[config.mk]
export PLATFORM = sky130hd
export DESIGN_NAME = gain_glide
export DESIGN_NICKNAME = d
export VERILOG_FILES = /design/src/rtl/gain_glide_pkg.sv /design/src/rtl/gain_glide_pend.sv /design/src/rtl/gain_glide_ramp.sv /design/src/rtl/gain_glide_scale.sv /design/src/rtl/gain_glide.sv
export SDC_FILE = /design/constraint.sdc
export NUM_CORES = 2
export LEC_CHECK = 0
export BUFFER_PORTS_ARGS = -buffer_cell sky130_fd_sc_hd__clkbuf_2
export CAP_MARGIN = 20
export CORE_ASPECT_RATIO = 1.2
export CORE_MARGIN = 4
export CORE_UTILIZATION = 40
export CTS_CLUSTER_DIAMETER = 100
export CTS_CLUSTER_SIZE = 28
export DETAILED_ROUTE_END_ITERATION = 8
export PLACE_DENSITY_LB_ADDON = 0.1
export SYNTH_ARGS = -nofsm -noshare
export SYNTH_HDL_FRONTEND = slang
export SYNTH_SLANG_ARGS = --single-unit
[constraint.sdc]
create_clock -name clk -period 6.8 [get_ports clk]
set_input_delay 0.34 -clock clk [delete_from_list [all_inputs] [get_ports clk]]
set_output_delay 0.34 -clock clk [all_outputs]
set_load 0.02 [all_outputs]
[src/rtl/gain_glide_pkg.sv]
package gain_glide_pkg;
   localparam int unsigned CH_LEFT  = 0;
   localparam int unsigned CH_RIGHT = 1;
   localparam int unsigned NUM_CH   = 2;

   typedef enum logic [1:0] {
      STEP_HOLD = 2'd0,
      STEP_UP   = 2'd1,
      STEP_DOWN = 2'd2
   } step_dir_t;
endpackage

[src/rtl/gain_glide_pend.sv]
module gain_glide_pend #(
   parameter int unsigned GW = 14
) (
   input  logic          clk,
   input  logic          rst_n,
   input  logic          tick,
   input  logic          wr_en,
   input  logic [GW-1:0] wr_data,
   output logic [GW-1:0] tgt_now
);
   logic [GW-1:0] held_q;
   logic          held_v;
   logic [GW-1:0] tgt_q;

   assign tgt_now = held_v ? held_q : tgt_q;

   always_ff @(posedge clk or negedge rst_n) begin
      if (!rst_n) begin
         held_q <= '0;
         held_v <= 1'b0;
         tgt_q  <= '0;
      end else begin
         if (tick) begin
            tgt_q <= tgt_now;
         end
         if (wr_en) begin
            held_q <= wr_data;
            held_v <= 1'b1;
         end else if (tick) begin
            held_v <= 1'b0;
         end
      end
   end

   // the stored target only moves on a frame tick
   a_r2_hold_off_tick : assert property (@(posedge clk) disable iff (!rst_n)
      !tick |=> $stable(tgt_q));
endmodule

[src/rtl/gain_glide_ramp.sv]
module gain_glide_ramp
   import gain_glide_pkg::*;
#(
   parameter int unsigned GW = 14,
   parameter int unsigned RW = 10
) (
   input  logic          clk,
   input  logic          rst_n,
   input  logic          tick,
   input  logic          mute,
   input  logic [GW-1:0] tgt,
   output logic [GW-1:0] gain
);
   localparam int unsigned LW = GW - RW;

   logic [RW-1:0] hi_q;
   logic [LW-1:0] lo_q;
   logic [GW-1:0] eff;
   step_dir_t     dir;

   assign eff  = mute ? '0 : tgt;
   assign gain = {hi_q, lo_q};

   always_comb begin
      if (hi_q < eff[GW-1:LW])      dir = STEP_UP;
      else if (hi_q > eff[GW-1:LW]) dir = STEP_DOWN;
      else                          dir = STEP_HOLD;
   end

   always_ff @(posedge clk or negedge rst_n) begin
      if (!rst_n) begin
         hi_q <= '0;
         lo_q <= '0;
      end else if (tick) begin
         lo_q <= eff[LW-1:0];
         case (dir)
            STEP_UP:   hi_q <= hi_q + 1'b1;
            STEP_DOWN: hi_q <= hi_q - 1'b1;
            default:   hi_q <= hi_q;
         endcase
      end
   end

   a_r4_step_limit : assert property (@(posedge clk) disable iff (!rst_n)
      tick |=> (hi_q == $past(hi_q)) || (hi_q == $past(hi_q) + 1'b1) ||
               (hi_q == $past(hi_q) - 1'b1));

   a_r4_idle_hold : assert property (@(posedge clk) disable iff (!rst_n)
      !tick |=> $stable(gain));

   a_r6_mute_floor : assert property (@(posedge clk) disable iff (!rst_n)
      (tick && mute && hi_q == '0) |=> (gain == '0));
endmodule

[src/rtl/gain_glide_scale.sv]
module gain_glide_scale #(
   parameter int unsigned DW = 24,
   parameter int unsigned GW = 14
) (
   input  logic                 clk,
   input  logic                 rst_n,
   input  logic signed [DW-1:0] smp,
   input  logic        [GW-1:0] gain,
   output logic signed [DW-1:0] out
);
   localparam int unsigned MW = GW + 1;
   localparam int unsigned PW = DW + MW + 1;

   logic        [MW-1:0] mult;
   logic signed [PW-1:0] prod;
   logic signed [PW-1:0] shifted;

   assign mult    = {1'b0, gain} + {{GW{1'b0}}, gain[GW-1]};
   assign prod    = PW'(smp) * $signed({1'b0, mult});
   assign shifted = prod >>> GW;

   always_ff @(posedge clk or negedge rst_n) begin
      if (!rst_n) out <= '0;
      else        out <= shifted[DW-1:0];
   end

   // full gain passes the sample through unchanged
   a_r8_unity_pass : assert property (@(posedge clk) disable iff (!rst_n)
      (gain == {GW{1'b1}}) |=> (out == $past(smp)));
endmodule

[src/rtl/gain_glide.sv]
module gain_glide
   import gain_glide_pkg::*;
#(
   parameter int unsigned DW = 24,
   parameter int unsigned GW = 14,
   parameter int unsigned RW = 10
) (
   input  logic                 clk,
   input  logic                 rst_n,
   input  logic                 frame_tick,
   input  logic                 wr_en,
   input  logic                 wr_sel,
   input  logic        [GW-1:0] wr_vol,
   input  logic                 mute_pin,
   input  logic                 mute_bit,
   input  logic signed [DW-1:0] smp_l,
   input  logic signed [DW-1:0] smp_r,
   output logic signed [DW-1:0] out_l,
   output logic signed [DW-1:0] out_r,
   output logic        [GW-1:0] gain_l,
   output logic        [GW-1:0] gain_r
);
   if (RW < 1 || RW >= GW) begin : g_bad_rw
      $error("gain_glide: RW must lie in 1..GW-1");
   end
   if (DW < 2) begin : g_bad_dw
      $error("gain_glide: DW too small");
   end

   logic                 mute;
   logic signed [DW-1:0] smp_a [NUM_CH];
   logic signed [DW-1:0] out_a [NUM_CH];
   logic        [GW-1:0] gain_a [NUM_CH];

   assign mute            = mute_pin | mute_bit;
   assign smp_a[CH_LEFT]  = smp_l;
   assign smp_a[CH_RIGHT] = smp_r;
   assign out_l           = out_a[CH_LEFT];
   assign out_r           = out_a[CH_RIGHT];
   assign gain_l          = gain_a[CH_LEFT];
   assign gain_r          = gain_a[CH_RIGHT];

   for (genvar c = 0; c < NUM_CH; c++) begin : g_ch
      logic          sel_me;
      logic [GW-1:0] tgt;

      assign sel_me = wr_en && (wr_sel == 1'(c));

      gain_glide_pend #(.GW(GW)) u_pend (
         .clk(clk), .rst_n(rst_n), .tick(frame_tick),
         .wr_en(sel_me), .wr_data(wr_vol), .tgt_now(tgt)
      );

      gain_glide_ramp #(.GW(GW), .RW(RW)) u_ramp (
         .clk(clk), .rst_n(rst_n), .tick(frame_tick),
         .mute(mute), .tgt(tgt), .gain(gain_a[c])
      );

      gain_glide_scale #(.DW(DW), .GW(GW)) u_scale (
         .clk(clk), .rst_n(rst_n), .smp(smp_a[c]),
         .gain(gain_a[c]), .out(out_a[c])
      );
   end

   // a write to one channel leaves the other channel's gain alone off tick
   a_r5_chan_isolation : assert property (@(posedge clk) disable iff (!rst_n)
      (wr_en && !frame_tick) |=> $stable(gain_l) && $stable(gain_r));
endmodule

==> results.sh <==
export IMPL_status="complete, but fails checks"
export IMPL_violations="negative setup slack"
export IMPL_skew_ns=0.01470
export IMPL_cp_start_kind="flip-flop"
export IMPL_gp_congestion=0.8878
export IMPL_reg2reg_to="g_ch[0].u_scale.out[21]"
export IMPL_path_clk_slew_ns=0.07
export IMPL_cts_buffer_depth=2
export IMPL_ff2ff_setup_slack_ns=-0.06
export IMPL_grt_busiest_layer="met2"
export IMPL_crit_type="reg -> reg"
export IMPL_dpl_hpwl_um=71730
export IMPL_ff2ff_path_depth=29
export IMPL_cp_arrival_ns=7.22
export IMPL_synth_seq_cells=134
export IMPL_cp_endpoint="g_ch[0].u_scale.out[21]"
export IMPL_period_minus_slack_ns=6.857
export IMPL_grt_max_degree=81
export IMPL_hold_path_class="in -> reg"
export IMPL_path_max_fanout=6
export IMPL_numPortBuffers=144
export IMPL_max_slew_margin_pct=34.93
export IMPL_dr_first_iter_drc_count=983
export IMPL_synth_ff_type="dfrtp_1"
export IMPL_synthDistinctLibCells=62
export IMPL_cp_startpoint="g_ch[0].u_ramp.hi_q[9]"
export IMPL_dr_pass1_iters=5
export IMPL_fin_crit_sh_pct=100.8
export IMPL_routed_wl_um=87470
export IMPL_crit_path_max_incr_delay_ns=0.54
export IMPL_htreeDepth=4
export IMPL_grt_pass1_vias=26170
export IMPL_grt_pass1_wl_um=141500
export IMPL_route_detailed_drc=0
export IMPL_ys_async_sr_fraction_pct=100.0
export IMPL_core_um2=76520
export IMPL_via_count=22780
export IMPL_drive_gt1_share_pct=22.79
export IMPL_crit_required_ns=7.16
export IMPL_grt_met2_usage_pct=42.22
export IMPL_dieArea_um2=81980
export IMPL_cts_root_buffer_cell="clkbuf_16"
export IMPL_clkSinkCount=134
export IMPL_rows=111
export IMPL_syn_area_um2=30980
export IMPL_synth_top_area_cell="fa_1"
export IMPL_drv_slew=0
export IMPL_drv_cap=0
export IMPL_wl_per_cell_um=18.97
export IMPL_use_met3_pct=2.651
export IMPL_synthCells=3243
export IMPL_cts_tree="done"
export IMPL_clock_latency_ns=0.48
export IMPL_dpl_worst_slack_ns=-0.4303
export IMPL_avgSynthCellArea_um2=9.552
export IMPL_maxClockFrequency_ghz=0.1458
export IMPL_use_met1_pct=25.52
export IMPL_num_io_pins=145
export IMPL_die_height_um=312.9
export IMPL_final_nets=4545
export IMPL_fin_util_pct=48.93
export IMPL_grt_ovfl_total=0
export IMPL_syn_nets=4208
export IMPL_rsz0062_at_grt="true"
export IMPL_reg2reg_from="g_ch[0].u_ramp.hi_q[9]"
export IMPL_cts_buffers=17
export IMPL_tightest_slew_ns=0.9760
export IMPL_nFillCells=7218
export IMPL_areaGrowthSynthToFinish_pct=20.87
export IMPL_drtAntennaViolNets=0
export IMPL_setup_viol=6
export IMPL_cpMaxStageDelayCell="fa_1"
export IMPL_antenna_found_initial=5
export IMPL_yosysWarnings=0
export IMPL_synth_most_common_cell="inv_1"
export IMPL_end_kind="flip-flop"
export IMPL_synth_commonest_cells="inv_1, fa_1, nand2_1, ha_1, nor2b_1"
export IMPL_ys_top_cells_by_area="fa_1, dfrtp_1, inv_1, ha_1, nand2_1"
export IMPL_synth_enable_flop_cells=0
export IMPL_initial_core_util_pct=40.48
export IMPL_synth_top_cell_area_share_pct=43.69
export IMPL_globalRouteTotalUtil_pct=22.13
export IMPL_via_per_inst=4.939
export IMPL_worst_slack_ns=-0.05721
export IMPL_die_x_um=262.0
export IMPL_yosysSeqAreaShare_pct=10.82
export IMPL_hold_viol_final=0
layout by cell type (no fill, tap or decap), types with 87 or more instances in the layout:
cell      netlist  layout
and2_1        154     153
inv_1         764     736
buf_4           0     220
clkbuf_2        0     143
fa_1          676     642
ha_1          220     188
dfrtp_1       134     126
nor2b_1       188     171
nand2_1       433     415
mux2_2         87      87
repair_timing:
action                                  CTS  global route
hold buffers                              1             0
endpoints found under the hold margin    54             0
pin swaps                                29           175
endpoints found under the setup margin   27            39
setup buffers                            18            40
gates cloned                              2             5
resized for setup                        82           249
area by class of cell:
type	instances	area, um^2	share of cell area (%)
well taps	1017	1272	3.398
multi-input cells	2222	25740	68.74
flip-flops and latches	134	3363	8.982
clock inverters	15	231.5	0.6182
inverters	765	2872	7.669
diodes	2	5.005	0.01337
repair buffers	440	3537	9.446
clock buffers	17	425.4	1.136
cells by family after synthesis:
family | share of synthesized area [%]
AO/OA/AOI/OAI | 4.237
buffers and inverters | 10.75
multiplexers | 3.615
flip-flops | 10.82
XOR/XNOR | 3.332
adder cells (fa/ha/maj) | 52.57
AND/OR/NAND/NOR | 14.67
worst max-delay path: cells and delay by family (launching register included):
| kind | cells | cell delay [ns] |
|---|---|---|
| xor gates and xnor gates | 2 | 0.29 |
| buffers and inverters | 11 | 1.11 |
| and+or+nand+nor | 5 | 0.89 |
| adders and majority gates | 8 | 3.37 |
| DFF | 1 | 0.41 |
| AOI/OAI and AO/OA | 3 | 0.65 |
layer usage:
metal	share of wire [%]	routed length, um
met2	56	49140
met3	3.5	3098
met4	3.1	2700
met1	37	32480
met5	0.062	54
worst min-delay path by stage:
stage               cells after the start  startpoint  slack, ns                        to
finish                                  2   wr_vol[3]       0.12  g_ch[1].u_pend.held_q[3]
global route                            2   wr_vol[4]       0.11  g_ch[1].u_pend.held_q[4]
CTS                                     2   wr_vol[4]       0.07  g_ch[1].u_pend.held_q[4]
detailed placement                      1       rst_n       0.38   g_ch[0].u_pend.tgt_q[8]
global placement                        1       rst_n       0.37   g_ch[0].u_scale.out[18]
floorplan                               0       rst_n       0.04  g_ch[0].u_pend.held_q[0]
state kept, by name, summed over array words and instances, names as in the netlist:
signal	flops
g_ch.u_pend.held_v	2
g_ch.u_pend.tgt_q	28
g_ch.u_ramp.lo_q	8
g_ch.u_scale.out	48
g_ch.u_pend.held_q	28
g_ch.u_ramp.hi_q	20
per-stage QoR:
stage / std cells / setup TNS [ns] / instance area (um^2) / hold slack, ns
floorplan: 3243 / 0 / 31000 / 0.04441
global route: 4610 / -3.919 / 37440 / 0.1063
finish: 4612 / -0.2076 / 37440 / 0.1207
global placement: 4516 / -4.236 / 34680 / 0.3694
CTS: 4569 / -0.4027 / 36040 / 0.06653
detailed placement: 4516 / -6.142 / 34680 / 0.3757
Power is not shown: default switching activity piles up to over one toggle a cycle in this logic, so the estimate is an artifact.
